==> src/rtl/irq_nest_pkg.sv <==
package irq_nest_pkg;
  localparam int NSRC = 7;
  localparam int NLVL = 4;
  localparam int LVLW = $clog2(NLVL);
  localparam int IDXW = $clog2(NSRC);
  localparam int DW   = 8;

  typedef logic [LVLW-1:0] lvl_t;
  typedef logic [IDXW-1:0] idx_t;

  typedef struct packed {
    logic valid;
    lvl_t lvl;
  } lvl_pick_t;

  typedef enum logic [1:0] {
    RA_ENABLE   = 2'd0,
    RA_PRIO_LO  = 2'd1,
    RA_PRIO_HI  = 2'd2,
    RA_ENA_AUX  = 2'd3
  } reg_addr_e;

  // polling positions, lowest index wins a tie
  localparam idx_t SRC_EXT0 = 3'd0;
  localparam idx_t SRC_I2C  = 3'd1;
  localparam idx_t SRC_TMR0 = 3'd2;
  localparam idx_t SRC_EXT1 = 3'd3;
  localparam idx_t SRC_TMR1 = 3'd4;
  localparam idx_t SRC_SER  = 3'd5;
  localparam idx_t SRC_TMR2 = 3'd6;

  function automatic logic [DW-1:0] vector_of(input idx_t s);
    case (s)
      SRC_EXT0: vector_of = 8'h03;
      SRC_TMR0: vector_of = 8'h0B;
      SRC_EXT1: vector_of = 8'h13;
      SRC_TMR1: vector_of = 8'h1B;
      SRC_SER:  vector_of = 8'h23;
      SRC_I2C:  vector_of = 8'h2B;
      SRC_TMR2: vector_of = 8'h3B;
      default:  vector_of = 8'h00;
    endcase
  endfunction

  // highest set bit of a per-level mask
  function automatic lvl_pick_t top_of(input logic [NLVL-1:0] m);
    lvl_pick_t r;
    r = '0;
    for (int l = 0; l < NLVL; l++) begin
      if (m[l]) begin
        r.valid = 1'b1;
        r.lvl   = lvl_t'(l);
      end
    end
    return r;
  endfunction

  function automatic logic [NLVL-1:0] level_bit(input lvl_t l);
    return NLVL'(1) << l;
  endfunction
endpackage

==> src/rtl/irq_regs.sv <==
module irq_regs
  import irq_nest_pkg::*;
(
  input  logic                       clk,
  input  logic                       rst_n,
  input  logic                       wr_en,
  input  logic [1:0]                 wr_addr,
  input  logic [DW-1:0]              wr_data,
  input  logic [1:0]                 rd_addr,
  output logic [DW-1:0]              rd_data,
  output logic [NSRC-1:0]            src_en,
  output logic [NSRC-1:0][LVLW-1:0]  src_lvl
);
  localparam logic [DW-1:0] ENA_MASK = 8'hBF;

  logic [DW-1:0]   ena_q;
  logic            aux_q;
  logic [NSRC-1:0] plo_q;
  logic [NSRC-1:0] phi_q;
  logic            glob_en;

  always_ff @(posedge clk or negedge rst_n) begin
    if (!rst_n) begin
      ena_q <= '0;
      aux_q <= 1'b0;
      plo_q <= '0;
      phi_q <= '0;
    end else if (wr_en) begin
      case (reg_addr_e'(wr_addr))
        RA_ENABLE:  ena_q <= wr_data & ENA_MASK;
        RA_PRIO_LO: plo_q <= wr_data[NSRC-1:0];
        RA_PRIO_HI: phi_q <= wr_data[NSRC-1:0];
        RA_ENA_AUX: aux_q <= wr_data[0];
        default: ;
      endcase
    end
  end

  always_comb begin
    case (reg_addr_e'(rd_addr))
      RA_ENABLE:  rd_data = ena_q;
      RA_PRIO_LO: rd_data = {1'b0, plo_q};
      RA_PRIO_HI: rd_data = {1'b0, phi_q};
      RA_ENA_AUX: rd_data = {7'd0, aux_q};
      default:    rd_data = '0;
    endcase
  end

  assign glob_en = ena_q[7];
  assign src_en  = glob_en ? {ena_q[5], ena_q[4], ena_q[3], ena_q[2],
                              ena_q[1], aux_q, ena_q[0]} : '0;

  for (genvar i = 0; i < NSRC; i++) begin : g_lvl
    assign src_lvl[i] = {phi_q[i], plo_q[i]};
  end
endmodule

==> src/rtl/irq_flags.sv <==
module irq_flags
  import irq_nest_pkg::*;
#(
  parameter int SYNC_STAGES = 2
) (
  input  logic            clk,
  input  logic            rst_n,
  input  logic [1:0]      ext_n,
  input  logic [1:0]      ext_edge,
  input  logic [1:0]      tmr_ovf,
  input  logic [2:0]      per_req,
  input  logic [NSRC-1:0] clr_src,
  output logic [NSRC-1:0] req_vec
);
  logic [1:0] ext_req;
  logic [1:0] tmr_req;

  for (genvar e = 0; e < 2; e++) begin : g_ext
    localparam idx_t SI = (e == 0) ? SRC_EXT0 : SRC_EXT1;
    logic [SYNC_STAGES-1:0] sync_q;
    logic                   prev_q;
    logic                   flag_q;
    logic                   pin_s;
    logic                   fall;

    always_ff @(posedge clk or negedge rst_n) begin
      if (!rst_n) begin
        sync_q <= '1;
        prev_q <= 1'b1;
      end else begin
        sync_q <= {sync_q[SYNC_STAGES-2:0], ext_n[e]};
        prev_q <= sync_q[SYNC_STAGES-1];
      end
    end

    assign pin_s = sync_q[SYNC_STAGES-1];
    assign fall  = prev_q & ~pin_s;

    always_ff @(posedge clk or negedge rst_n) begin
      if (!rst_n)                     flag_q <= 1'b0;
      else if (ext_edge[e] && fall)   flag_q <= 1'b1;
      else if (clr_src[SI] || !ext_edge[e]) flag_q <= 1'b0;
    end

    assign ext_req[e] = ext_edge[e] ? flag_q : ~pin_s;
  end

  for (genvar t = 0; t < 2; t++) begin : g_tmr
    localparam idx_t SI = (t == 0) ? SRC_TMR0 : SRC_TMR1;
    logic flag_q;

    always_ff @(posedge clk or negedge rst_n) begin
      if (!rst_n)           flag_q <= 1'b0;
      else if (tmr_ovf[t])  flag_q <= 1'b1;
      else if (clr_src[SI]) flag_q <= 1'b0;
    end

    assign tmr_req[t] = flag_q;
  end

  assign req_vec = {per_req[2], per_req[1], tmr_req[1], ext_req[1],
                    tmr_req[0], per_req[0], ext_req[0]};
endmodule

==> src/rtl/irq_arbiter.sv <==
module irq_arbiter
  import irq_nest_pkg::*;
(
  input  logic                       clk,
  input  logic                       rst_n,
  input  logic                       hold,
  input  logic [NSRC-1:0]            pend,
  input  logic [NSRC-1:0][LVLW-1:0]  src_lvl,
  output logic                       win_valid_q,
  output idx_t                       win_idx_q,
  output lvl_t                       win_lvl_q
);
  logic best_valid;
  idx_t best_idx;
  lvl_t best_lvl;

  // descending scan with >= keeps the lowest index among the highest level
  always_comb begin
    best_valid = 1'b0;
    best_idx   = '0;
    best_lvl   = '0;
    for (int i = NSRC - 1; i >= 0; i--) begin
      if (pend[i] && (!best_valid || src_lvl[i] >= best_lvl)) begin
        best_valid = 1'b1;
        best_idx   = idx_t'(i);
        best_lvl   = src_lvl[i];
      end
    end
  end

  always_ff @(posedge clk or negedge rst_n) begin
    if (!rst_n) begin
      win_valid_q <= 1'b0;
      win_idx_q   <= '0;
      win_lvl_q   <= '0;
    end else if (!hold) begin
      win_valid_q <= best_valid;
      win_idx_q   <= best_idx;
      win_lvl_q   <= best_lvl;
    end
  end
endmodule

==> src/rtl/irq_inservice.sv <==
module irq_inservice
  import irq_nest_pkg::*;
(
  input  logic            clk,
  input  logic            rst_n,
  input  logic            take,
  input  lvl_t            take_lvl,
  input  logic            reti,
  output logic [NLVL-1:0] isr_q,
  output lvl_pick_t       top
);
  logic [NLVL-1:0] drop_bit;
  logic [NLVL-1:0] set_bit;

  assign top      = top_of(isr_q);
  assign drop_bit = (reti && top.valid) ? level_bit(top.lvl) : '0;
  assign set_bit  = take ? level_bit(take_lvl) : '0;

  always_ff @(posedge clk or negedge rst_n) begin
    if (!rst_n) isr_q <= '0;
    else        isr_q <= (isr_q & ~drop_bit) | set_bit;
  end
endmodule

==> src/rtl/irq_nest_ctrl.sv <==
module irq_nest_ctrl
  import irq_nest_pkg::*;
(
  input  logic        clk,
  input  logic        rst_n,
  input  logic        wr_en,
  input  logic [1:0]  wr_addr,
  input  logic [7:0]  wr_data,
  input  logic [1:0]  rd_addr,
  output logic [7:0]  rd_data,
  input  logic [1:0]  ext_n,
  input  logic [1:0]  ext_edge,
  input  logic [1:0]  tmr_ovf,
  input  logic [2:0]  per_req,
  input  logic        irq_ack,
  input  logic        irq_reti,
  output logic        irq_req,
  output logic [7:0]  irq_vector,
  output logic [1:0]  irq_level,
  output logic [3:0]  isr_mask
);
  logic [NSRC-1:0]           src_en;
  logic [NSRC-1:0][LVLW-1:0] src_lvl;
  logic [NSRC-1:0]           req_vec;
  logic [NSRC-1:0]           pend;
  logic [NSRC-1:0]           clr_src;
  logic                      win_valid_q;
  idx_t                      win_idx_q;
  lvl_t                      win_lvl_q;
  lvl_pick_t                 isr_top;
  logic                      above_isr;
  logic                      grant;
  logic                      hold;

  irq_regs u_regs (
    .clk, .rst_n, .wr_en, .wr_addr, .wr_data, .rd_addr, .rd_data,
    .src_en, .src_lvl
  );

  irq_flags #(.SYNC_STAGES(2)) u_flags (
    .clk, .rst_n, .ext_n, .ext_edge, .tmr_ovf, .per_req, .clr_src, .req_vec
  );

  assign pend = req_vec & src_en;

  irq_arbiter u_arb (
    .clk, .rst_n, .hold, .pend, .src_lvl, .win_valid_q, .win_idx_q, .win_lvl_q
  );

  irq_inservice u_isr (
    .clk, .rst_n, .take(grant), .take_lvl(win_lvl_q), .reti(irq_reti),
    .isr_q(isr_mask), .top(isr_top)
  );

  assign above_isr  = !isr_top.valid || (win_lvl_q > isr_top.lvl);
  assign irq_req    = win_valid_q && above_isr;
  assign grant      = irq_req && irq_ack;
  assign hold       = irq_req && !irq_ack;
  assign clr_src    = grant ? (NSRC'(1) << win_idx_q) : '0;
  assign irq_vector = win_valid_q ? vector_of(win_idx_q) : '0;
  assign irq_level  = win_lvl_q;
endmodule

==> config.mk <==
export PLATFORM = sky130hd
export DESIGN_NAME = irq_nest_ctrl
export DESIGN_NICKNAME = d
export VERILOG_FILES = /design/src/rtl/irq_nest_pkg.sv /design/src/rtl/irq_regs.sv /design/src/rtl/irq_flags.sv /design/src/rtl/irq_arbiter.sv /design/src/rtl/irq_inservice.sv /design/src/rtl/irq_nest_ctrl.sv
export SDC_FILE = /design/constraint.sdc
export NUM_CORES = 1
export LEC_CHECK = 0
export BUFFER_PORTS_ARGS = -buffer_cell sky130_fd_sc_hd__buf_2
export CORE_UTILIZATION = 40
export CTS_BUF_LIST = sky130_fd_sc_hd__clkbuf_8
export DETAILED_ROUTE_END_ITERATION = 16
export GPL_TIMING_DRIVEN = 0
export SLEW_MARGIN = 20
export SYNTH_ARGS = -nofsm -noshare
export SYNTH_HDL_FRONTEND = slang
export SYNTH_SLANG_ARGS = --single-unit
==> constraint.sdc <==
create_clock -name clk -period 7.92 [get_ports clk]
set_input_delay 0.396 -clock clk [delete_from_list [all_inputs] [get_ports clk]]
set_output_delay 0.396 -clock clk [all_outputs]
set_load 0.01 [all_outputs]
==> flow_summary_export.csv, run 1 <==
group,metric,value,unit
sta,worstMarginPinSlew,0.922,ns
placement,portBuffers,44,
floorplan,die_h,83.7,µm
clock_tree,cts_tree,"built",
sta,drv_slew,0,
finish,most-common-layout-cells,"buf_2 (44), dfrtp_1 (35), nand2_1 (26)",
sta,fin_crit_sh,0.943,
worst_setup_path,crit_path_max_fanout,6,
sta,rsz0062_at_grt,"false",
drt,ant_nets,0,
synthesis,synth.area.top_cells,"dfrtp_1 (34%), mux2_2 (9.3%), ha_1 (6.6%)",
finish,diodes,0,
clock_tree,cts_buffers,5,
drt,drc,0,
worst_setup_path,critPathSlowestCell,"dfrtp_2",
synthesis,synth-main-ff-cell,"dfrtp_1",
finish,n_fill_cell,623,
sta,max_freq,134,MHz
synthesis,syn_avg_cell_area,10.2,µm²
synthesis,yosys.area.top_type,"dfrtp_1",
floorplan,num_rows,29,
synthesis,ys_warn_count,0,
global_route,grt_pass1_wl,10100,µm
worst_setup_path,endpoint_kind,"flop",
sta,setup_violations,0,
worst_setup_path,crit_type,"reg2reg",
sta,slew_headroom,0.385,
power_and_ir_drop,power_density,267,nW/µm²
synthesis,netlist_instances,261,
drt,wirelength,5800,µm
global_route,overflow,0,
power_and_ir_drop,vdd_drop_max,166,µV
sta,hold_viol_final,0,
finish,multiInputGateArea,1530,µm²
global_route,antenna_found_initial,0,
floorplan,die-area,7010,µm²
drt,vias,2138,
clock_tree,htree_num_levels,2,
synthesis,yosys.cell_types.count,65,
synthesis,seq_area_frac_synth,0.396,
floorplan,core,6390,µm²
clock_tree,cts.sinks,42,
finish,syn_to_final_growth,18.1,%
sta,clock_skew,0.00497,ns
global_route,grt_use_total,0.180,
placement,hpwl,4480,µm
power_and_ir_drop,power.leakage,1.48,nW
floorplan,initial_core_util,0.418,
global_route,grt_max_degree,43,
synthesis,synth-edff-count,0,
finish,final_nets,357,
worst_setup_path,cpMostUsedCell,"ha_1",
clock_tree,clockBufferDepth,2,
worst_setup_path,worstPathArrival,7.65,ns
floorplan,io_pins,49,
placement,dpl_cell_area,2990,µm²
drt,first_iter_violations,104,
synthesis,postSynth.asyncResetShare,1.00,
placement,gp_congestion,0.773,
drt,dr.pass1.iters,4,
clock_tree,root_buffer,"clkbuf_8",
worst_setup_path,slowest_delay,0.45,ns
synthesis,ys_ff_latch,42,
sta,final.setup.tns,0,ns
global_route,grt_pass1_vias,2115,
drt,wire_per_inst,14.7,µm
finish,seq_area,1060,µm²
clock_tree,clk_pin_slew,0.08,ns
finish,drive_gt1_frac,0.362,
worst_setup_path,required,8.10,ns
finish,mostFrequentLayoutCell,"buf_2",
synthesis,synthesis.area,2670,µm²
worst_setup_path,critPathLaunchType,"flop",
synthesis,synth_top_area_frac,0.337,
worst_hold_path,min_path_type,"in2reg",
floorplan,die_x,83.7,µm
finish,fin_area,3150,µm²
clock_tree,clk_latency,0.29,ns
drt,vias_per_cell,5.41,
run_status,run_status,"finished, final reports clean",
flow_run,maxCapViolCount,0,
sta,fin_crit,7.47,ns
## cells in the mapped netlist (2+ instances only)
library cell,instances
dfrtp_1,36
nand2_1,26
mux2_2,22
inv_1,17
nor2_1,17
ha_1,14
o21ai_0,11
nand3_1,9
mux2i_1,8
a22o_1,7
a21oi_1,6
dfstp_2,6
buf_4,5
nand2b_1,5
clkbuf_1,4
a21boi_0,3
a21o_2,3
nand3b_1,3
nand4_1,3
nor2b_1,3
nor3_1,3
a21o_1,2
a221o_1,2
a31oi_1,2
and2_1,2
o31ai_1,2
o41ai_1,2
## layout make-up
type | count | area share
clock inverter | 2 | 0.00397
timing repair buffer | 47 | 0.0770
clock buffer | 6 | 0.0262
tap | 77 | 0.0306
sequential | 42 | 0.336
multi-input combinational | 194 | 0.485
buffer | 10 | 0.0210
inverter | 17 | 0.0202
## worst paths after layout
path | from | to | slack (ns) | cells after the start
setup / recovery | u_regs.ena_q[5] | u_arb.win_lvl_q[1] | 0.45 | 34
hold / removal | ext_n[1] | u_flags.g_ext[1].sync_q[0] | 0.20 | 1
setup reg to reg | u_regs.ena_q[5] | u_arb.win_lvl_q[1] | 0.45 | 34
hold reg to reg | u_flags.g_ext[0].sync_q[0] | u_flags.g_ext[0].sync_q[1] | 0.35 | 0
max in group asynchronous | rst_n | u_regs.ena_q[5] | 7.05 | 1
min in group asynchronous | rst_n | u_flags.g_ext[0].flag_q | 0.24 | 1
## critical path: cells and delay by family (launching register included)
kind | cells | cell delay (ns)
adder cells (fa/ha/maj) | 6 | 1.68
flip-flops | 1 | 0.45
buffers and inverters | 1 | 0.05
AND/OR/NAND/NOR | 10 | 1.38
multiplexers | 1 | 0.34
AO/OA/AOI/OAI | 16 | 3.44
## cell families (layout without fill, tap and decap cells)
family	count (synthesis)	after routing	synth area share
compound gates	61	61	0.189
xor+xnor	1	1	0.00328
fa+ha+maj	14	14	0.0656
buf+inv	27	82	0.0487
flops	42	42	0.396
mux	31	31	0.131
other cells	1	3	0.00140
simple gates	84	84	0.164
## sequential cells by signal, summed over array words and instances, names as in the netlist
register and cells:
u_regs.ena_q 7, u_flags.g_ext.sync_q 4, u_regs.aux_q 1, u_isr.isr_q 4, u_regs.phi_q 7, u_regs.plo_q 7, u_arb.win_idx_q 3, u_arb.win_valid_q 1
u_flags.g_ext.flag_q 2, u_arb.win_lvl_q 2, u_flags.g_tmr.flag_q 2, u_flags.g_ext.prev_q 2
## metrics by stage
step / util / cells / total power, W / hold slack, ns / worst slack (ns)
2_1_floorplan: - / 263 / 0.000572 / 0.100 / 0.869
3_3_place_gp: 0.469 / 384 / 0.000676 / 0.346 / 0.120
3_5_place_dp: 0.469 / 384 / 0.000684 / 0.347 / 0.0925
4_1_cts: 0.484 / 392 / 0.000834 / 0.189 / 0.109
5_1_grt: 0.494 / 395 / 0.000914 / 0.180 / 0.000579
6_report: 0.494 / 395 / 0.000842 / 0.198 / 0.452
## where the power goes
part           internal (W)  switching [W]  leakage, nW  total [W]
clock network     0.0000708      0.0000743       0.0530   0.000145
registers          0.000261      0.0000467        0.498   0.000308
logic              0.000179       0.000210        0.932   0.000389
## metal layers
metal / part of all wire / track usage / wire length [µm]
met4: 0.013 / 0.0601 / 76
met5: 0 / 0 / 0
met1: 0.50 / 0.256 / 2880
met3: 0.036 / 0.0297 / 211
met2: 0.45 / 0.279 / 2630
## repair_timing
action	CTS	global route
hold buffers	0	0
resized for setup	0	9
endpoints found under the setup margin	0	5
setup buffers	0	3
Power figures use the tool's default switching activity.
==> run 2: changes to the inputs <==
Settings changed: CORE_UTILIZATION 40 to 58, PLACE_DENSITY set to 0.83.
==> flow_summary_export.csv, run 2 (synthesis results as in run 1) <==
group,metric,value,unit
worst_setup_path,slowest_delay,0.44,ns
worst_hold_path,min_path_type,"in2reg",
power_and_ir_drop,p_int,0.000574,W
floorplan,io_pins,49,
global_route,overflow,0,
finish,syn_to_final_growth,18.4,%
floorplan,die_h,69.9,µm
clock_tree,holdBufCountCts,0,
power_and_ir_drop,vdd_drop_max,136,µV
clock_tree,clk_latency,0.31,ns
floorplan,initial_core_util,0.609,
finish,fin_area,3160,µm²
sta,worstMarginPinSlew,0.928,ns
worst_setup_path,cpMostUsedCell,"ha_1",
worst_setup_path,required,8.11,ns
drt,drc,0,
global_route,grt_max_degree,43,
power_and_ir_drop,p_total,0.000910,W
floorplan,die-area,4880,µm²
sta,final.setup.tns,0,ns
global_route,antenna_found_initial,0,
worst_setup_path,critPathLaunchType,"flop",
finish,drive_gt1_frac,0.353,
clock_tree,cts_tree,"built",
power_and_ir_drop,swShare,0.369,
finish,top_regs,"u_regs.ena_q (7), u_regs.phi_q (7), u_regs.plo_q (7)",
drt,first_iter_violations,114,
drt,wirelength,5910,µm
placement,portBuffers,44,
global_route,grt_pass1_wl,9840,µm
power_and_ir_drop,clkPwrFrac,0.232,
worst_setup_path,crit_path_max_fanout,8,
clock_tree,cts_buffers,5,
global_route,grt_pass1_vias,2126,
worst_setup_path,critPathBufInv,1,
worst_setup_path,critPathSlowestCell,"dfrtp_1",
finish,mostFrequentLayoutCell,"buf_2",
finish,most-common-layout-cells,"buf_2 (44), dfrtp_1 (36), nand2_1 (26)",
flow_run,maxCapViolCount,0,
placement,hpwl,4220,µm
drt,vias,2242,
finish,final_nets,356,
worst_setup_path,crit_type,"reg2reg",
power_and_ir_drop,power.leakage,1.50,nW
finish,final_cells,369,
power_and_ir_drop,power_density,288,nW/µm²
drt,ant_nets,0,
floorplan,die_x,69.9,µm
worst_setup_path,worstPathArrival,7.79,ns
drt,wire_per_inst,16.0,µm
clock_tree,clockBufferDepth,2,
placement,dpl_cell_area,2960,µm²
clock_tree,cts.sinks,42,
finish,final_core_util,0.721,
sta,clock_skew,0.00767,ns
placement,gp_congestion,0.927,
placement,post-place-cells,359,
run_status,run_status,"finished, final reports clean",
clock_tree,root_buffer,"clkbuf_8",
global_route,grt_use_total,0.255,
sta,max_freq,131,MHz
sta,fin_crit_sh,0.960,
power_and_ir_drop,sequentialPowerShare,0.336,
sta,hold_viol_final,0,
sta,slew_headroom,0.381,
clock_tree,htree_num_levels,2,
worst_setup_path,endpoint_kind,"flop",
sta,fin_crit,7.61,ns
drt,vias_per_cell,6.08,
floorplan,core,4380,µm²
floorplan,num_rows,24,
clock_tree,clk_pin_slew,0.08,ns
worst_setup_path,crit_family,"compound AO/OA/AOI/OAI gates",
finish,diodes,0,
sta,setup_violations,0,
power_and_ir_drop,comb_power_share,0.432,
drt,dr.pass1.iters,4,
sta,drv_slew,0,
power_and_ir_drop,p_sw,0.000336,W
[run 2: cell count changes in the layout (fill, tap and decap cells not counted), sizes merged]
cell    change
bufinv      +2
inv         -2
buf         -1
[run 2: path summary, 6_finish.rpt]
check / startpoint / endpoint / slack (ns) / cells after the start
worst min-delay path: ext_n[1] / u_flags.g_ext[1].sync_q[0] / 0.18 / 1
max in group asynchronous: rst_n / u_regs.aux_q / 7.12 / 1
min in group asynchronous: rst_n / u_flags.g_ext[0].flag_q / 0.22 / 1
worst max register to register: u_regs.ena_q[5] / u_arb.win_lvl_q[1] / 0.31 / 34
worst min register to register: u_flags.g_ext[1].sync_q[0] / u_flags.g_ext[1].sync_q[1] / 0.36 / 0
worst max-delay path: u_regs.ena_q[5] / u_arb.win_lvl_q[1] / 0.31 / 34
[run 2: layout make-up]
| cell class | count | area, µm² |
|---|---|---|
| multi-input cells | 194 | 1530 |
| well taps | 52 | 65.1 |
| fillers | 332 | 1220 |
| clock buffers | 6 | 82.6 |
| plain buffers | 10 | 66.3 |
| inverters | 17 | 63.8 |
| clock inverters | 2 | 60.1 |
| flip-flops and latches | 42 | 1060 |
| repair buffers | 46 | 235 |
[run 2: stage by stage]
stage	setup WS, ns	hold slack [ns]
floorplan	0.869	0.100
global placement	0.268	0.349
detailed placement	0.121	0.349
CTS	0.171	0.181
global route	-0.0170	0.174
finish	0.315	0.183
[run 2: repair_timing]
item / 4_1_cts / 5_1_grt
setup endpoints to repair: 0 / 5
resized for setup: 0 / 7
setup buffers: 0 / 2
[run 2: power by group through the flow]
stage	clock, W	sequential, W	combinational (W)
2_1_floorplan	0	0.000300	0.000272
3_3_place_gp	0	0.000307	0.000359
3_5_place_dp	0	0.000308	0.000372
4_1_cts	0.000212	0.000304	0.000376
5_1_grt	0.000220	0.000312	0.000435
6_report	0.000211	0.000306	0.000393
[run 2: per-layer routing]
layer	GRT usage	wire length, µm
met1	0.334	2600
met2	0.434	2970
met3	0.0476	271
met4	0.0711	69
met5	0	0
==> run 3: changes to the inputs <==
Settings changed: CTS_CLUSTER_SIZE set to 8, PLACE_DENSITY 0.83 to 0.93.
==> flow_summary_export.csv, run 3 (synthesis results as in run 1) <==
group,metric,value,unit
placement,portBuffers,44,
clock_tree,cts_buffers,5,
finish,drive_gt1_frac,0.365,
sta,fin_crit_sh,0.970,
drt,ant_nets,0,
sta,fin_crit,7.68,ns
sta,setup_violations,0,
worst_setup_path,critPathBufInv,1,
global_route,use_met3,0.0519,
power_and_ir_drop,power.leakage,1.48,nW
clock_tree,root_buffer,"clkbuf_8",
global_route,gr-usage-met2,0.439,
power_and_ir_drop,vdd_drop_max,181,µV
finish,final_nets,357,
finish,most-common-layout-cells,"buf_2 (44), dfrtp_1 (35), nand2_1 (26)",
clock_tree,cts.sinks,42,
clock_tree,cts_tree,"built",
finish,diodes,0,
sta,max_freq,130,MHz
worst_setup_path,r2r-end,"u_arb.win_lvl_q[1]",
placement,dp_slack,0.0467,ns
flow_run,maxCapViolCount,0,
sta,drv_slew,0,
global_route,top_usage_layer,"met2",
sta,worst_slack,0.240,ns
floorplan,die_x,69.9,µm
run_status,run_status,"finished, final reports clean",
clock_tree,htree_num_levels,2,
global_route,grt_pass1_wl,10300,µm
placement,post-place-cells,359,
placement,gp_congestion,0.918,
finish,seq_area,1060,µm²
sta,final.setup.tns,0,ns
worst_setup_path,cpMostUsedCell,"ha_1",
worst_setup_path,slowest_delay,0.46,ns
sta,clock_skew,0.00817,ns
sta,hold_viol_final,0,
global_route,antenna_found_initial,0,
drt,wire_per_inst,17.0,µm
worst_hold_path,worstHoldStart,"ext_n[0]",
worst_setup_path,worstPathArrival,7.86,ns
finish,top_regs,"u_regs.ena_q (7), u_regs.phi_q (7), u_regs.plo_q (7)",
clock_tree,clk_pin_slew,0.08,ns
worst_setup_path,crit_path_max_fanout,7,
finish,syn_to_final_growth,16.8,%
sta,worstMarginPinSlew,0.893,ns
sta,slew_headroom,0.405,
drt,dr.pass1.iters,4,
drt,first_iter_violations,101,
worst_setup_path,critPathSlowestCell,"dfrtp_2",
clock_tree,clk_latency,0.30,ns
worst_setup_path,required,8.10,ns
clock_tree,clockBufferDepth,2,
power_and_ir_drop,p_total,0.000846,W
worst_setup_path,endpoint_kind,"flop",
floorplan,die_h,69.9,µm
global_route,grt_max_degree,43,
drt,vias,2294,
finish,fin_area,3120,µm²
placement,dpl_cell_area,2960,µm²
floorplan,core,4380,µm²
global_route,use_met1,0.336,
global_route,grt_use_total,0.267,
finish,mostFrequentLayoutCell,"buf_2",
worst_setup_path,critPathLaunchType,"flop",
drt,vias_per_cell,6.20,
global_route,grt_pass1_vias,2266,
worst_hold_path,min_path_type,"in2reg",
floorplan,io_pins,49,
worst_setup_path,reg2regPathDepth,34,
worst_setup_path,r2r_start,"u_regs.ena_q[5]",
finish,final_cells,370,
worst_setup_path,rrSetupSlack,0.24,ns
power_and_ir_drop,power_density,271,nW/µm²
finish,multiInputGateArea,1530,µm²
floorplan,num_rows,24,
worst_setup_path,crit_family,"compound AO/OA/AOI/OAI gates",
drt,drc,0,
floorplan,die-area,4880,µm²
worst_setup_path,crit_type,"reg2reg",
drt,wirelength,6310,µm
finish,n_fill_cell,314,
worst_hold_path,holdPathEnd,"u_flags.g_ext[0].sync_q[0]",
placement,hpwl,4680,µm
global_route,overflow,0,
floorplan,initial_core_util,0.609,
worst_hold_path,hold_depth,1,
## run 3: timing repair
item,in CTS,in global routing
resized for setup,0,10
endpoints found under the setup margin,0,5
setup buffers,0,3
hold buffers,0,0
## run 3: cell type report
type / count / area share
repair buffers: 47 / 0.0778
multi-input cells: 194 / 0.492
clock buffers: 5 / 0.0221
flip-flops and latches: 42 / 0.340
inverters: 17 / 0.0205
plain buffers: 10 / 0.0213
well taps: 52 / 0.0209
clock inverters: 3 / 0.00602
## run 3: power breakdown
part	leakage, nW	internal, W	switching [W]
clock network	0.0483	0.0000620	0.0000766
registers	0.498	0.000261	0.0000475
logic	0.933	0.000180	0.000219
total	1.48	0.000502	0.000344
## run 3: routing by layer
layer  wire (µm)  part of all wire
met1        2580              0.41
met2        3130              0.50
met3         418             0.066
met4         187             0.030
met5           0                 0
## run 3: worst max path at each step
stage	from	end	slack, ns	cells after the start
2_1_floorplan	u_regs.ena_q[5]	u_arb.win_lvl_q[1]	0.87	34
3_3_place_gp	per_req[2]	u_arb.win_lvl_q[1]	0.35	35
3_5_place_dp	per_req[2]	u_arb.win_lvl_q[1]	0.05	35
4_1_cts	u_regs.ena_q[5]	u_arb.win_lvl_q[1]	0.10	34
5_1_grt	u_regs.ena_q[5]	u_arb.win_lvl_q[1]	-0.06	34
6_report	u_regs.ena_q[5]	u_arb.win_lvl_q[1]	0.24	34
## run 3: stage by stage
step | utilization | hold slack (ns)
after floorplan | - | 0.100
after CTS | 0.696 | 0.184
final | 0.711 | 0.183
after global routing | 0.711 | 0.169
after global placement | 0.676 | 0.346
after detailed placement | 0.676 | 0.348
